===== config.mk =====
export PLATFORM = sky130hd
export DESIGN_NAME = seg_latch_decoder
export DESIGN_NICKNAME = d
export VERILOG_FILES = /design/src/rtl/seg_pkg.sv /design/src/rtl/seg_rst_sync.sv /design/src/rtl/seg_code_hold.sv /design/src/rtl/seg_digit_decode.sv /design/src/rtl/seg_override_mux.sv /design/src/rtl/seg_latch_decoder.sv
export SDC_FILE = /design/constraint.sdc
export NUM_CORES = 1
export LEC_CHECK = 0
export CORE_MARGIN = 1
export CORE_UTILIZATION = 35
export DETAILED_ROUTE_END_ITERATION = 7
export PLACE_DENSITY = 0.75
export SYNTH_ARGS = -nofsm -noshare
export SYNTH_HDL_FRONTEND = slang
export SYNTH_HIERARCHICAL = 1
export SYNTH_SLANG_ARGS = --single-unit
export TNS_END_PERCENT = 5

===== constraint.sdc =====
create_clock -name clk_i -period 2 [get_ports clk_i]
set_input_delay 0.4 -clock clk_i [delete_from_list [all_inputs] [get_ports clk_i]]
set_output_delay 0.4 -clock clk_i [all_outputs]
set_load 0.01 [all_outputs]

===== src/rtl/seg_pkg.sv =====
package seg_pkg;
  parameter int unsigned CODE_W = 4;
  parameter int unsigned SEG_W  = 7;
  localparam int unsigned MAX_DIGIT = 9;

  typedef logic [CODE_W-1:0] code_t;
  typedef logic [SEG_W-1:0]  seg_t;

  localparam seg_t SEG_ALL_ON  = {SEG_W{1'b1}};
  localparam seg_t SEG_ALL_OFF = {SEG_W{1'b0}};

  typedef enum logic [1:0] {
    SRC_DIGIT = 2'd0,
    SRC_DARK  = 2'd1,
    SRC_LAMP  = 2'd2
  } out_src_e;
endpackage


===== src/rtl/seg_rst_sync.sv =====
module seg_rst_sync #(
  parameter int unsigned STAGES = 2
) (
  input  logic clk_i,
  input  logic rst_ni,
  output logic rst_sync_no
);
  logic [STAGES-1:0] sync_q;
  logic [STAGES-1:0] sync_d;

  always_comb begin
    sync_d = {sync_q[STAGES-2:0], 1'b1};
  end

  always_ff @(posedge clk_i or negedge rst_ni) begin
    if (!rst_ni) sync_q <= '0;
    else         sync_q <= sync_d;
  end

  assign rst_sync_no = sync_q[STAGES-1];
endmodule


===== src/rtl/seg_code_hold.sv =====
module seg_code_hold
  import seg_pkg::*;
(
  input  logic  clk_i,
  input  logic  rst_ni,
  input  code_t code_i,
  input  logic  hold_i,
  output code_t shown_o
);
  code_t held_q;
  code_t held_d;
  logic  load_en;

  assign load_en = ~hold_i;

  always_comb begin
    held_d = held_q;
    if (load_en) held_d = code_i;
  end

  always_ff @(posedge clk_i or negedge rst_ni) begin
    if (!rst_ni) held_q <= '0;
    else         held_q <= held_d;
  end

  // transparent while hold is low, frozen otherwise
  assign shown_o = hold_i ? held_q : code_i;

  // a held edge leaves the register untouched
  a_r4_hold_keeps_code: assert property (@(posedge clk_i) disable iff (!rst_ni)
    hold_i |=> $stable(held_q));

  // a transparent edge captures the live code
  a_r3_load_live_code: assert property (@(posedge clk_i) disable iff (!rst_ni)
    !hold_i |=> (held_q == $past(code_i)));
endmodule


===== src/rtl/seg_digit_decode.sv =====
module seg_digit_decode
  import seg_pkg::*;
(
  input  code_t code_i,
  output seg_t  seg_o
);
  // bit order: {g,f,e,d,c,b,a}
  always_comb begin
    unique case (code_i)
      4'd0:    seg_o = 7'b011_1111;
      4'd1:    seg_o = 7'b000_0110;
      4'd2:    seg_o = 7'b101_1011;
      4'd3:    seg_o = 7'b100_1111;
      4'd4:    seg_o = 7'b110_0110;
      4'd5:    seg_o = 7'b110_1101;
      4'd6:    seg_o = 7'b111_1101;
      4'd7:    seg_o = 7'b000_0111;
      4'd8:    seg_o = 7'b111_1111;
      4'd9:    seg_o = 7'b110_1111;
      default: seg_o = SEG_ALL_OFF;
    endcase
  end
endmodule


===== src/rtl/seg_override_mux.sv =====
module seg_override_mux
  import seg_pkg::*;
(
  input  seg_t digit_i,
  input  logic lamp_test_ni,
  input  logic blank_ni,
  output seg_t seg_o
);
  out_src_e src;

  always_comb begin
    if (!lamp_test_ni)  src = SRC_LAMP;
    else if (!blank_ni) src = SRC_DARK;
    else                src = SRC_DIGIT;
  end

  always_comb begin
    unique case (src)
      SRC_LAMP: seg_o = SEG_ALL_ON;
      SRC_DARK: seg_o = SEG_ALL_OFF;
      default:  seg_o = digit_i;
    endcase
  end
endmodule


===== src/rtl/seg_latch_decoder.sv =====
module seg_latch_decoder
  import seg_pkg::*;
#(
  parameter int unsigned SYNC_STAGES = 2
) (
  input  logic              clk_i,
  input  logic              rst_ni,
  input  logic [CODE_W-1:0] bcd_i,
  input  logic              hold_i,
  input  logic              lamp_test_ni,
  input  logic              blank_ni,
  output logic [SEG_W-1:0]  seg_o
);
  logic  rst_sync_n;
  code_t shown_code;
  seg_t  digit_seg;

  seg_rst_sync #(.STAGES(SYNC_STAGES)) u_rst_sync (
    .clk_i       (clk_i),
    .rst_ni      (rst_ni),
    .rst_sync_no (rst_sync_n)
  );

  seg_code_hold u_hold (
    .clk_i   (clk_i),
    .rst_ni  (rst_sync_n),
    .code_i  (bcd_i),
    .hold_i  (hold_i),
    .shown_o (shown_code)
  );

  seg_digit_decode u_decode (
    .code_i (shown_code),
    .seg_o  (digit_seg)
  );

  seg_override_mux u_mux (
    .digit_i      (digit_seg),
    .lamp_test_ni (lamp_test_ni),
    .blank_ni     (blank_ni),
    .seg_o        (seg_o)
  );

  // lamp test lights everything
  a_r5_lamp_all_on: assert property (@(posedge clk_i) disable iff (!rst_sync_n)
    !lamp_test_ni |-> (seg_o == SEG_ALL_ON));

  // blanking darkens everything unless lamp test wins
  a_r6_blank_dark: assert property (@(posedge clk_i) disable iff (!rst_sync_n)
    (lamp_test_ni && !blank_ni) |-> (seg_o == SEG_ALL_OFF));

  // live non-decimal codes are dark
  a_r2_invalid_dark: assert property (@(posedge clk_i) disable iff (!rst_sync_n)
    (lamp_test_ni && blank_ni && !hold_i && (bcd_i > 4'(MAX_DIGIT)))
      |-> (seg_o == SEG_ALL_OFF));

  // a live decimal digit lights at least two segments
  a_r1_digit_lit: assert property (@(posedge clk_i) disable iff (!rst_sync_n)
    (lamp_test_ni && blank_ni && !hold_i && (bcd_i <= 4'(MAX_DIGIT)))
      |-> ($countones(seg_o) >= 2));
endmodule


==> results.ini, run 1 <==
[global_route]
grt_first_pass_wirelength_mm=1.86
gr-usage-met1_pct=22.3
grt_pass1_vias=421
grt_usage_pct=20.2
busiest_layer=met2
antenna_found_initial=0
use_met2_pct=31.3
grt_remaining_overflow=0
grtUsageMet3_pct=3.47
grt_max_degree=8

[floorplanning]
initial_core_util_pct=40.2
die_h_um=38.7
die_area_sq_um=1490
fp.coreArea_sq_um=1170
ios=16
num_rows=12
die_x_um=38.7

[clock_network]
cts_buffers=3
ctsHtreeMaxLevel=1
path_clk_slew_ns=0.05
cts_tree=done
hold_buffers=0
cts_max_path_buffers=2
cts.sinks=6
insertion_delay_ns=0.26
ctsRootBufferMaster=clkbuf_4

[timing]
finalHoldViolCount=0
period_share_pct=106
rsz0062_at_grt=yes
fmax_ghz=0.474
finalSetupViolations=7
clock_skew_ns=0.000419
setup_slack_ns=-0.111
finalCriticalPeriod_ns=2.11
final-max-slew-violation-count=0
hold_slack_ns=0.0679

[synthesis]
yosys_warnings=6
yosysTopAreaCellShare_pct=31.9
synth_cells=44
synth_area_leaders=dfrtp_1, ha_1, a21bo_2
synth_area_sq_um=470
synth_nets=59
synth_cell_types=18
seq_area_frac_synth_pct=31.9
synth.ff_latch_count=6
synth.largest_area_cell=dfrtp_1
syn_area_per_cell_sq_um=10.7

[run]
drv_cap=0

[cells_and_area]
nets=89
multi_input_area_sq_um=393
nFillCells=75
diodes=0
final_layout_size_suffix_gt1_share_pct=65.3
instances_no_fill=86
syn2layout_area_growth_pct=80.3
fin_area_sq_um=848
utilization_pct=72.4
regArea_sq_um=150

[run_status]
failed_checks=setup timing
status=finished, violations left

[place]
dp_slack_ns=-0.999
routabilityCongestion=0.834
place_area_sq_um=698
placed_cells=81
port_buffers=15
post-dp-hpwl_um=854

[pwr]
power.density_nw_per_um2=578
leakagePower_nw=0.392
vdd_drop_max_v=0.000407

[route]
firstDrtPassIters=2
drtIter0Drc=4
via_per_inst=5.08
vias=437
drtAntennaViolNets=0
wirelength_mm=1.26
drc=0
wl_per_cell_um=14.6

[critical_path]
rrSetupSlack_ns=1.08
r2r-end=u_hold/held_q[0]
reg2reg_depth=2
r2r_start=u_hold/held_q[0]
required_ns=1.60
path_max_fanout=4
crit_type=flop to output port
startpoint_type=flop
critPathCaptureType=output port
crit_arrival_ns=1.71

[min_path]
holdCritPathClass=flop to asynchronous set/reset pin

-- registers in the layout, indices dropped and copies added, names as in the netlist --
register and flops:
u_hold/held_q 4, u_rst_sync/sync_q 2
-- layout make-up --
class                           instances  area share, %
Multi-Input combinational cell         33           46.3
Tap cell                               14           2.06
Inverter                                5           3.69
Sequential cell                         6           17.7
Timing Repair Buffer                   25           27.6
Clock buffer                            3           2.65
-- synth_stat cells (all sizes together) --
| master | n |
|---|---|
| a21bo | 7 |
| a21oi | 2 |
| nor2 | 1 |
| conb | 1 |
| dfrtp | 6 |
| nor2b | 1 |
| a22o | 1 |
| a21o | 1 |
| o22ai | 2 |
| o21ai | 5 |
| inv | 5 |
| ha | 6 |
| xnor2 | 1 |
| mux2 | 4 |
| nand2 | 1 |
-- per-layer routing --
layer | share of wire, % | wire length [um]
met1 | 42 | 529
met2 | 51 | 637
met3 | 3.0 | 38
met4 | 3.9 | 49
met5 | 0 | 0
-- cells by family after synthesis --
group                      after synthesis  share of synthesized area (%)
muxes                                    4                           9.57
xor gates and xnor gates                 1                           1.86
adders and majority gates                6                           16.0
DFF                                      6                           31.9
other                                    1                          0.797
AOI/OAI and AO/OA                       18                           31.4
and+or+nand+nor                          3                           4.52
buffers and inverters                    5                           3.99
-- cell usage in the layout, fill, tap and decap left out, types with 3 or more instances in the layout --
cell type	Yosys	final
a21bo_2	7	7
buf_4	0	8
buf_6	0	9
clkbuf_4	0	3
clkdlybuf4s50_1	0	3
dfrtp_1	6	6
ha_4	0	5
mux2_4	0	4
o21ai_1	0	4
-- worst max-delay path, stage by stage, from the launching register on --
cell     delay (ns)
dfrtp_1        0.35
mux2_4         0.30
inv_6          0.09
ha_4           0.14
nor2_4         0.03
o21ai_2        0.12
o21ai_1        0.09
a21bo_2        0.20
buf_6          0.11
-- stage by stage --
stage | TNS [ns] | power, W
global placement | -6.53 | 0.000314
CTS | -0.396 | 0.000485
detailed placement | -6.77 | 0.000319
floorplan | 0 | 0.000234
global route | -0.718 | 0.000511
finish | -0.438 | 0.000490
-- repair_timing --
action / 4_1_cts / 5_1_grt
setup buffers: 2 / 0
pin swaps: 15 / 1
gates resized for setup: 76 / 1
cloned: 0 / 0
endpoints found under the setup margin: 7 / 7
-- power breakdown --
part           total, W  internal (W)  switching [W]  leakage [nW]
logic          0.000235      0.000129       0.000105         0.308
clock network  0.000119     0.0000684      0.0000511        0.0138
registers      0.000136      0.000132     0.00000446        0.0701
-- worst max path at each step --
| stage | start | to | slack (ns) | cells after the start |
|---|---|---|---|---|
| after floorplan | hold_i | seg_o[0] | 0.09 | 7 |
| after global placement | hold_i | seg_o[6] | -0.94 | 7 |
| after detailed placement | hold_i | seg_o[0] | -1.0 | 9 |
| after CTS | u_hold/held_q[1] | seg_o[0] | -0.11 | 8 |
| after global routing | u_hold/held_q[1] | seg_o[0] | -0.15 | 8 |
| final | u_hold/held_q[1] | seg_o[0] | -0.11 | 8 |
No activity file was read; power rests on OpenSTA's default activity.
==> run 2, diff against run 1 <==
--- a/config.mk
+++ b/config.mk
@@ -5,10 +5,10 @@
 export SDC_FILE = /design/constraint.sdc
 export NUM_CORES = 1
 export LEC_CHECK = 0
+export ABC_AREA = 1
 export CORE_MARGIN = 1
 export CORE_UTILIZATION = 35
 export DETAILED_ROUTE_END_ITERATION = 7
-export PLACE_DENSITY = 0.75
 export SYNTH_ARGS = -nofsm -noshare
 export SYNTH_HDL_FRONTEND = slang
 export SYNTH_HIERARCHICAL = 1
==> run 2 against run 1 <==
The run now ends clean; cell count up 36%; area after synthesis down 1.1%; clock skew up 0.0041 ns; cell area down 4.9%; critical path type is now input pin to output port; critical endpoint is now seg_o[3].
==> results.ini, run 2 <==
[critical_path]
crit_type=input pin to output port
critPathCaptureType=output port
startpoint=hold_i
crit_arrival_ns=1.55
startpoint_type=input pin
path_max_fanout=4
required_ns=1.60
r2r_start=u_hold/held_q[0]

[route]
drc=0
drtIter0Drc=8
wl_per_cell_um=10.2
firstDrtPassIters=4
via_per_inst=4.47
route.layer.met1.wl_um=564
top_layer_used=met3
drtAntennaViolNets=0
vias=523
wirelength_mm=1.20
wl_met2_um=595
wl_met3_um=40

[synthesis]
synth-edff-count=0
synth_flop_cell=dfrtp_1
yosysTopAreaCellShare_pct=39.5
async_flop_share_pct=100
synth_cells=73
synth_nets=88
syn_area_per_cell_sq_um=6.38
yosys_warnings=6
synth.largest_area_cell=nand2_1
synth_cell_types=8
synth.ff_latch_count=6
synth_area_sq_um=465
seq_area_frac_synth_pct=32.3
yosysMostFrequentCell=nand2_1
synth_area_leaders=nand2_1, dfrtp_1, ha_1
synthTopCellsByCount=nand2_1, dfrtp_1, ha_1

[floorplanning]
ios=16
initial_core_util_pct=39.7
num_rows=12
die_area_sq_um=1480
die_h_um=38.5
fp.coreArea_sq_um=1170
die_x_um=38.5

[cells_and_area]
top_regs=u_hold/held_q: 4 flops, u_rst_sync/sync_q: 2 flops
top_register=u_hold/held_q
nets=120
final_layout_size_suffix_gt1_share_pct=43.7
syn2layout_area_growth_pct=73.4
instances_no_fill=117
mostFrequentLayoutCells=nand2_1, nand2_2, buf_2
largest_reg_flops=4
final_common_cell=nand2_1
diodes=0
utilization_pct=68.9
nFillCells=104
fin_area_sq_um=807

[timing]
rsz0062_at_grt=yes
finalSetupViolations=0
finalCriticalPeriod_ns=1.95
finalHoldViolCount=0
period_share_pct=97.4
final-max-slew-violation-count=0
setup_slack_ns=0.0516
clock_skew_ns=0.00451
fmax_ghz=0.513
hold_slack_ns=0.0567

[clock_network]
cts.sinks=6
hold_buffers=0
cts_max_path_buffers=2
ctsHtreeMaxLevel=1
cts_tree=done
ctsRootBufferMaster=clkbuf_4
insertion_delay_ns=0.24
cts_buffers=3
path_clk_slew_ns=0.05

[place]
routabilityCongestion=0.692
dp_slack_ns=-0.807
placed_cells=110
place_area_sq_um=693
port_buffers=15
post-dp-hpwl_um=755

[pwr]
vdd_drop_max_v=0.000451
power.density_nw_per_um2=538
leakagePower_nw=0.452

[run]
drv_cap=0

[run_status]
status=complete, no violations

[global_route]
grt_remaining_overflow=0
grt_max_degree=8
grt_first_pass_wirelength_mm=1.79
grt_usage_pct=18.1
grt_pass1_vias=422
antenna_found_initial=0

[min_path]
holdCritPathClass=flop to asynchronous set/reset pin

==> run 2: cell types whose count changed in the layout (fill, tap and decap cells not counted), sizes merged, moves of 2 or more <==
cell	change
buf	+2
mux2	-4
inv	+3
o21ai	-5
dlygate4sd2	-2
o22ai	-2
a21oi	-2
a21bo	-7
nand2	+50
==> run 2: final cells by class <==
| type | count | area, sq um | share of cell area (%) |
|---|---|---|---|
| Multi-Input combinational cell | 59 | 358 | 44.3 |
| Inverter | 8 | 37.5 | 4.65 |
| Tap cell | 14 | 17.5 | 2.17 |
| Clock buffer | 3 | 22.5 | 2.79 |
| Timing Repair Buffer | 27 | 221 | 27.4 |
| Sequential cell | 6 | 150 | 18.6 |
==> run 2: kinds of logic after synthesis <==
group,after synthesis,share of synthesized area [%]
adder cells (fa/ha/maj),6,16.1
buffers and inverters,8,6.45
flip-flops,6,32.3
AND/OR/NAND/NOR,52,44.4
other,1,0.806
==> run 2: worst max-delay path, stage by stage <==
cell and delay (ns):
buf_2 0.13, inv_2 0.08, nand2_2 0.07, nand2_4 0.10, inv_6 0.05, ha_4 0.25, nand2_2 0.05, nand2_1 0.06
nand2_1 0.05, nand2_1 0.06, nand2_1 0.05, nand2_1 0.06, buf_2 0.13
==> run 2: final timing paths <==
kind                                         to  slack, ns  cells after the start
max                                    seg_o[3]       0.05                     13
min                            u_hold/held_q[1]       0.06                      0
max reg2reg                    u_hold/held_q[0]       1.13                      4
min reg2reg                    u_hold/held_q[1]       0.06                      0
max in group asynchronous  u_rst_sync/sync_q[1]       1.56                      1
min in group clk_i         u_rst_sync/sync_q[1]       0.35                      0
==> run 2: routing by layer <==
layer  up-vias  global-route usage, %
met5         -                      0
li1        274                      -
met4         0                   5.17
met2         7                   27.1
met3         0                   6.98
met1       242                   23.8
==> run 2: repair_timing <==
| item | CTS | global route |
|---|---|---|
| resized for setup | 43 | 22 |
| gates cloned | 0 | 0 |
| setup endpoints to repair | 7 | 7 |
| pin swaps | 7 | 13 |
| buffers inserted | 3 | 1 |
==> run 2: report_power, final <==
part           leakage (nW)  switching, W  internal, W
logic                 0.367      0.000101    0.0000892
registers            0.0720    0.00000363     0.000131
clock network        0.0138     0.0000416    0.0000677
==> run 2: through the flow <==
stage,TNS [ns],total power [W]
6_report,0,0.000434
5_1_grt,-0.131,0.000471
4_1_cts,0,0.000408
3_5_place_dp,-5.35,0.000292
3_3_place_gp,-5.32,0.000291
2_1_floorplan,0,0.000216
